**src/rtl/ac97_regacc_pkg.sv**
```systemverilog
package ac97_regacc_pkg;
  localparam int SLOT_W  = 20;
  localparam int N_SLOTS = 2;
  typedef logic [SLOT_W-1:0] slot_word_t;
endpackage

```
**src/rtl/ac97_regacc_txslot.sv**
```systemverilog
module ac97_regacc_txslot
  import ac97_regacc_pkg::*;
(
  input  logic       clk_i,
  input  logic       rst_ni,
  input  logic       clr_i,
  input  logic       load_i,
  input  slot_word_t wdata_i,
  input  logic       send_i,
  output slot_word_t hold_o,
  output logic       busy_o
);
  always_ff @(posedge clk_i or negedge rst_ni) begin
    if (!rst_ni) begin
      hold_o <= '0;
      busy_o <= 1'b0;
    end else begin
      if (load_i) hold_o <= wdata_i;
      // set wins over send: new word must still go out
      if (clr_i)       busy_o <= 1'b0;
      else if (load_i) busy_o <= 1'b1;
      else if (send_i) busy_o <= 1'b0;
    end
  end
endmodule

```
**src/rtl/ac97_regacc_rxslot.sv**
```systemverilog
module ac97_regacc_rxslot
  import ac97_regacc_pkg::*;
(
  input  logic       clk_i,
  input  logic       rst_ni,
  input  logic       clr_i,
  input  logic       cap_i,
  input  slot_word_t din_i,
  input  logic       rd_i,
  output slot_word_t data_o,
  output logic       valid_o
);
  always_ff @(posedge clk_i or negedge rst_ni) begin
    if (!rst_ni) begin
      data_o  <= '0;
      valid_o <= 1'b0;
    end else begin
      if (cap_i) data_o <= din_i;
      if (clr_i)      valid_o <= 1'b0;
      else if (cap_i) valid_o <= 1'b1;
      else if (rd_i)  valid_o <= 1'b0;
    end
  end
endmodule

```
**src/rtl/ac97_regacc.sv**
```systemverilog
module ac97_regacc
  import ac97_regacc_pkg::*;
#(
  parameter int NUM_CODECS = 4,
  localparam int CID_W = (NUM_CODECS > 1) ? $clog2(NUM_CODECS) : 1
) (
  input  logic              clk_i,
  input  logic              rst_ni,
  input  logic              if_en_i,
  input  logic [CID_W-1:0]  codec_sel_i,
  input  logic [N_SLOTS-1:0] slot_tx_en_i,
  input  logic [N_SLOTS-1:0] slot_rx_en_i,
  input  logic              cmd_addr_we_i,
  input  logic [SLOT_W-1:0] cmd_addr_i,
  input  logic              cmd_data_we_i,
  input  logic [SLOT_W-1:0] cmd_data_i,
  input  logic              sts_addr_re_i,
  input  logic              sts_data_re_i,
  output logic [SLOT_W-1:0] sts_addr_o,
  output logic [SLOT_W-1:0] sts_data_o,
  output logic [N_SLOTS-1:0] tx_busy_o,
  output logic [N_SLOTS-1:0] rx_valid_o,
  input  logic              frame_start_i,
  output logic [N_SLOTS-1:0] tx_tag_o,
  output logic [CID_W-1:0]  tx_codec_o,
  output logic [SLOT_W-1:0] tx_slot1_o,
  output logic [SLOT_W-1:0] tx_slot2_o,
  input  logic              rx_frame_i,
  input  logic [N_SLOTS-1:0] rx_tag_i,
  input  logic [SLOT_W-1:0] rx_slot1_i,
  input  logic [SLOT_W-1:0] rx_slot2_i
);
  logic [N_SLOTS-1:0] ld, rd, send, cap;
  slot_word_t wdat [N_SLOTS];
  slot_word_t hold [N_SLOTS];
  slot_word_t rxd  [N_SLOTS];
  slot_word_t capd [N_SLOTS];
  logic launch;

  assign ld      = {cmd_data_we_i, cmd_addr_we_i};
  assign rd      = {sts_data_re_i, sts_addr_re_i};
  assign wdat[0] = cmd_addr_i;
  assign wdat[1] = cmd_data_i;
  assign rxd[0]  = rx_slot1_i;
  assign rxd[1]  = rx_slot2_i;

  // slot 1 arms the frame; slot 2 only rides along
  assign launch  = frame_start_i & if_en_i & tx_busy_o[0] & slot_tx_en_i[0];
  assign send[0] = launch;
  assign send[1] = launch & tx_busy_o[1] & slot_tx_en_i[1];
  assign cap     = {N_SLOTS{rx_frame_i & if_en_i}} & slot_rx_en_i & rx_tag_i;

  for (genvar g = 0; g < N_SLOTS; g++) begin : g_slot
    ac97_regacc_txslot u_tx (
      .clk_i  (clk_i),
      .rst_ni (rst_ni),
      .clr_i  (~if_en_i),
      .load_i (ld[g]),
      .wdata_i(wdat[g]),
      .send_i (send[g]),
      .hold_o (hold[g]),
      .busy_o (tx_busy_o[g])
    );
    ac97_regacc_rxslot u_rx (
      .clk_i  (clk_i),
      .rst_ni (rst_ni),
      .clr_i  (~if_en_i),
      .cap_i  (cap[g]),
      .din_i  (rxd[g]),
      .rd_i   (rd[g]),
      .data_o (capd[g]),
      .valid_o(rx_valid_o[g])
    );
  end

  assign sts_addr_o = capd[0];
  assign sts_data_o = capd[1];

  always_ff @(posedge clk_i or negedge rst_ni) begin
    if (!rst_ni) begin
      tx_tag_o   <= '0;
      tx_codec_o <= '0;
      tx_slot1_o <= '0;
      tx_slot2_o <= '0;
    end else if (frame_start_i) begin
      tx_tag_o   <= send;
      tx_codec_o <= codec_sel_i;
      tx_slot1_o <= send[0] ? hold[0] : '0;
      tx_slot2_o <= send[1] ? hold[1] : '0;
    end
  end
endmodule

```
**config.mk**
```make
export PLATFORM = sky130hd
export DESIGN_NAME = ac97_regacc
export DESIGN_NICKNAME = d
export VERILOG_FILES = /design/src/rtl/ac97_regacc_pkg.sv /design/src/rtl/ac97_regacc_txslot.sv /design/src/rtl/ac97_regacc_rxslot.sv /design/src/rtl/ac97_regacc.sv
export SDC_FILE = /design/constraint.sdc
export NUM_CORES = 1
export LEC_CHECK = 0
export ABC_CLOCK_PERIOD_IN_PS = 1800
export BUFFER_PORTS_ARGS = -buffer_cell sky130_fd_sc_hd__buf_2
export CAP_MARGIN = 10
export CORE_ASPECT_RATIO = 1.2
export CORE_MARGIN = 10
export CORE_UTILIZATION = 42
export CTS_CLUSTER_SIZE = 28
export DETAILED_ROUTE_END_ITERATION = 7
export GPL_TIMING_DRIVEN = 0
export PLACE_DENSITY = 0.71
export SLEW_MARGIN = 20
export SYNTH_ARGS = -nofsm -noshare
export SYNTH_HDL_FRONTEND = slang
export SYNTH_SLANG_ARGS = --single-unit
```
**constraint.sdc**
```tcl
create_clock -name clk_i -period 1.8 [get_ports clk_i]
set_clock_uncertainty 0.05 [all_clocks]
set_input_delay 0.18 -clock clk_i [delete_from_list [all_inputs] [get_ports clk_i]]
set_output_delay 0.18 -clock clk_i [all_outputs]
set_load 0.02 [all_outputs]
```
==> metrics.md <==
| Metric | Value |
|---|---|
| Reg2reg start | `g_slot[0].u_tx.hold_o[19]$_DFFE_PN0P_` |
| P_int | `6.07 mW` |
| Overall power | `8.10 mW` |
| FF+latch count, synth | `between 100 and 150` |
| Seq pwr share | `41.8%` |
| Aggregate global-route resource usage | `17.3%` |
| Core Region | `between 0.01 and 0.015 mm^2` |
| Die area | `0.0167 mm^2` |
| Sink Count | `128` |
| Count of input and output buffers | `183` |
| Ant diodes | `0` |
| Clk root buf | `clkbuf_16` |
| Min Tclk post-route | `1.39 ns` |
| Worst r2r dst | `g_slot[0].u_tx.hold_o[19]$_DFFE_PN0P_` |
| CP max stage delay | `about 0.55 ns` |
| XOR/XNOR share of the synthesized area | `0%` |
| Worst path slowest cell | `dlygate4sd3_1` |
| VDD IR-drop max | `0.000742 V` |
| Worst-case hold path end point | `g_slot[1].u_tx.hold_o[19]$_DFFE_PN0P_` |
| Post-Synth Adder-Cell Area | `0%` |
| TritonRoute pass-1 iters | `4` |
| GRT Residual Overflow | `0` |
| TritonCTS clock tree | `built` |
| DP HPWL | `between 9000 and 10,000 um` |
| WHS Path Cells | `2` |
| Commonest non-fill, non-tap cell in the layout | `buf_2` |
| Compound-Gate Fraction of Synth Area | `7.66%` |
| CP required | `2.03 ns` |
| Setup TNS | `0 ns` |
| WL per Instance | `18.2 um` |
| Gate power share | `18.0%` |
| Placer Congestion | `0.793` |
| Number of global-route vias before repair | `4,285` |
| Cts bufs inserted | `17` |
| Via count | `between 3k and 4k` |
| Storage cell area | `0.00320 mm^2` |
| H-tree depth | `4` |
| Die Y | `140 um` |
| Clock power share | `40.2%` |
| Share of post-route cells with drive strength above 1 | `between 50% and 60%` |
| Max clock buf depth | `2` |
| Initial Util | `43.1%` |
| Antenna violations before repair | `0` |
| Max Fclk | `slightly above 700 MHz` |
| Net load switching power | `2.03 mW` |
| Leak Pwr | `3.85 nW` |
| Most used cell, CP | `dlygate4sd3_1` |
| Syn nets | `410` |
| Status | `finished clean` |
| Worst Tran Pin Value | `0.665 ns` |
| Startpoint types | `input port` |
| Setup CP Type | `input port to register` |
| FF-to-FF setup slack | `0.45 ns` |
| Fin crit share | `77.3%` |
| Sw Share | `25.1%` |
| Multi-input combinational cell area | `between 0.0015 and 0.002 mm^2` |
| Largest net degree at the start of global routing | `74` |
| Total Routed Length | `14,000 um` |
| Netlist Area Pre-Place | `around 0.0050 mm^2` |
| Slew HR | `55.7%` |
| Hold Fails Final Rpt | `0` |
| Top cell family by delay on the critical path | `buffers and inverters` |
| Post-CTS Resized | `0` |
| Post-route ant nets | `0` |
| Hold Crit Class | `input port to register` |
| Main combinational cell family by area after synthesis | `multiplexers` |
| Post-synthesis simple-gate area fraction | `3.87%` |
| Final-report max-slew violation count | `0` |
| Mean Syn Cell Area | `16.0 um^2` |
| Worst path cell trace | `dlygate4sd3_1, buf_2, mux2_2, dlygate4sd3_1` |
| Worst Hold Launch | `cmd_data_we_i` |
| Synth unique cells | `23` |
| Seq/Total Area, Yosys | `63.9%` |
| Most frequent cells in the layout | `186 x buf_2, 128 x dfrtp_1, 87 x dlygate4sd3_1` |
| CP arrival | `1.62 ns` |
| Yosys Warn Count | `0` |
| Nets@finish | `700` |
| Num rows | `43` |
| Initial DRC count | `145` |
| Mux cell area share after synthesis | `between 20% and 30%` |
| Reg2reg path depth | `2` |
| Postcts setup bufs | `0` |
| Mapped Cells | `313` |
| Worst skew pair latency | `around 0.41 ns` |
| PwrDens | `roughly 1100 mW/mm^2` |
| # setup viols final | `0` |
| Global-route wire length before repair | `roughly 23,000 um` |
| CP Buf/Inv Count | `3` |
| RSZ-0062 raised after global routing | `false` |
| Vias per cell | `4.89` |
| Clk pin slew, worst setup/hold paths | `about 0.05 ns` |
| Critical Path End Type | `register` |
| MaxCap Viol Count | `0` |
| Fillcell total | `about 860` |
| Die width | `120 um` |
| CP max FO | `1` |
| # DRC | `0` |
| I/O pin count | `185` |
| Area Growth Syn to Fin | `51.5%` |
-- state kept, by name, indices dropped and copies added, names as in the netlist --
register	cells
g_slot.u_rx.data_o	40
g_slot.u_tx.hold_o	40
tx_codec_o	2
tx_tag_o	2
tx_slot2_o	20
g_slot.u_rx.valid_o	2
tx_slot1_o	20
g_slot.u_tx.busy_o	2
-- synth_stat cells --
library cell	n	area share, %
buf_2	4	0.40
nand2_1	4	0.30
a21o_1	1	0.15
inv_1	1	0.075
inv_2	1	0.075
nand4_4	2	0.85
and4_1	1	0.17
nand3b_1	2	0.30
o21ai_0	2	0.20
a32o_1	1	0.20
buf_4	6	0.90
buf_6	5	1.1
dfrtp_1	128	64
buf_1	1	0.075
a22o_1	20	3.5
and3_1	1	0.12
o2bb2ai_1	20	3.5
mux2_2	44	9.9
a31oi_1	1	0.12
nand3_1	20	2.0
mux2_4	38	11
nand4_1	1	0.12
clkbuf_1	9	0.67
-- stage by stage --
step	hold WS [ns]	cell area, um^2	worst slack, ns	instances	util, %
after floorplan	-0.166	5010	0.695	313	-
after global placement	0.362	6130	-1.07	653	52.7
after detailed placement	0.192	6160	0.466	654	53.0
after CTS	0.00241	7590	0.399	771	65.3
after global routing	0.0178	7590	0.364	771	65.3
final	0.0238	7590	0.409	771	65.3
-- per-layer routing --
| layer | part of all wire [%] | global-route usage (%) | vias to the layer above |
|---|---|---|---|
| li1 | - | - | 1730 |
| met1 | 43 | 20.2 | 1891 |
| met2 | 49 | 28.6 | 135 |
| met3 | 6.9 | 6.88 | 15 |
| met4 | 1.0 | 5.03 | 0 |
| met5 | 0 | 0 | - |
-- worst reg2reg max path, stage by stage, from the launching register on --
cell and delay (ns):
dfrtp_1 0.37, mux2_2 0.26, dlygate4sd3_1 0.55
-- cell families after synthesis --
family                 after synthesis
muxes                               82
AOI/OAI and AO/OA                   45
buffers and inverters               27
DFF                                128
and+or+nand+nor                     31
-- timing repair --
item | 4_1_cts | 5_1_grt
endpoints found under the setup margin | 0 | 0
hold buffers | 87 | 0
endpoints found under the hold margin | 158 | 0
-- layout make-up --
cell class,instances,area share [%]
Multi-Input combinational cell,158,21.7
Timing Repair Buffer,271,24.0
Clock buffer,23,6.29
Sequential cell,128,42.2
Clock inverter,7,1.12
Buffer,25,2.09
Tap cell,157,2.59
Inverter,2,0.0989
-- worst max-delay path by stage --
stage,start,end,slack (ns),cells after the start
2_1_floorplan,g_slot[0].u_tx.busy_o$_DFFE_PN0P_,tx_slot1_o[1]$_DFFE_PN0P_,0.70,3
4_1_cts,g_slot[1].u_tx.busy_o$_DFFE_PN0P_,tx_busy_o[1],0.40,2
5_1_grt,g_slot[1].u_tx.busy_o$_DFFE_PN0P_,tx_busy_o[1],0.36,2
6_report,cmd_addr_i[19],g_slot[0].u_tx.hold_o[19]$_DFFE_PN0P_,0.41,4
3_3_place_gp,rst_ni,tx_slot1_o[15]$_DFFE_PN0P_,-1.07,1
3_5_place_dp,g_slot[0].u_tx.busy_o$_DFFE_PN0P_,tx_slot2_o[6]$_DFFE_PN0P_,0.47,3
-- power by group through the flow --
| stage | Combinational [mW] | Clock, mW | Sequential, mW |
|---|---|---|---|
| after floorplan | 0.500 | 0 | 3.68 |
| after global placement | 1.28 | 0 | 3.40 |
| after CTS | 1.47 | 3.32 | 3.38 |
| after global routing | 1.57 | 3.47 | 3.42 |
| after detailed placement | 1.31 | 0 | 3.42 |
| final | 1.46 | 3.25 | 3.39 |
No activity file was read; power rests on OpenSTA's default activity.
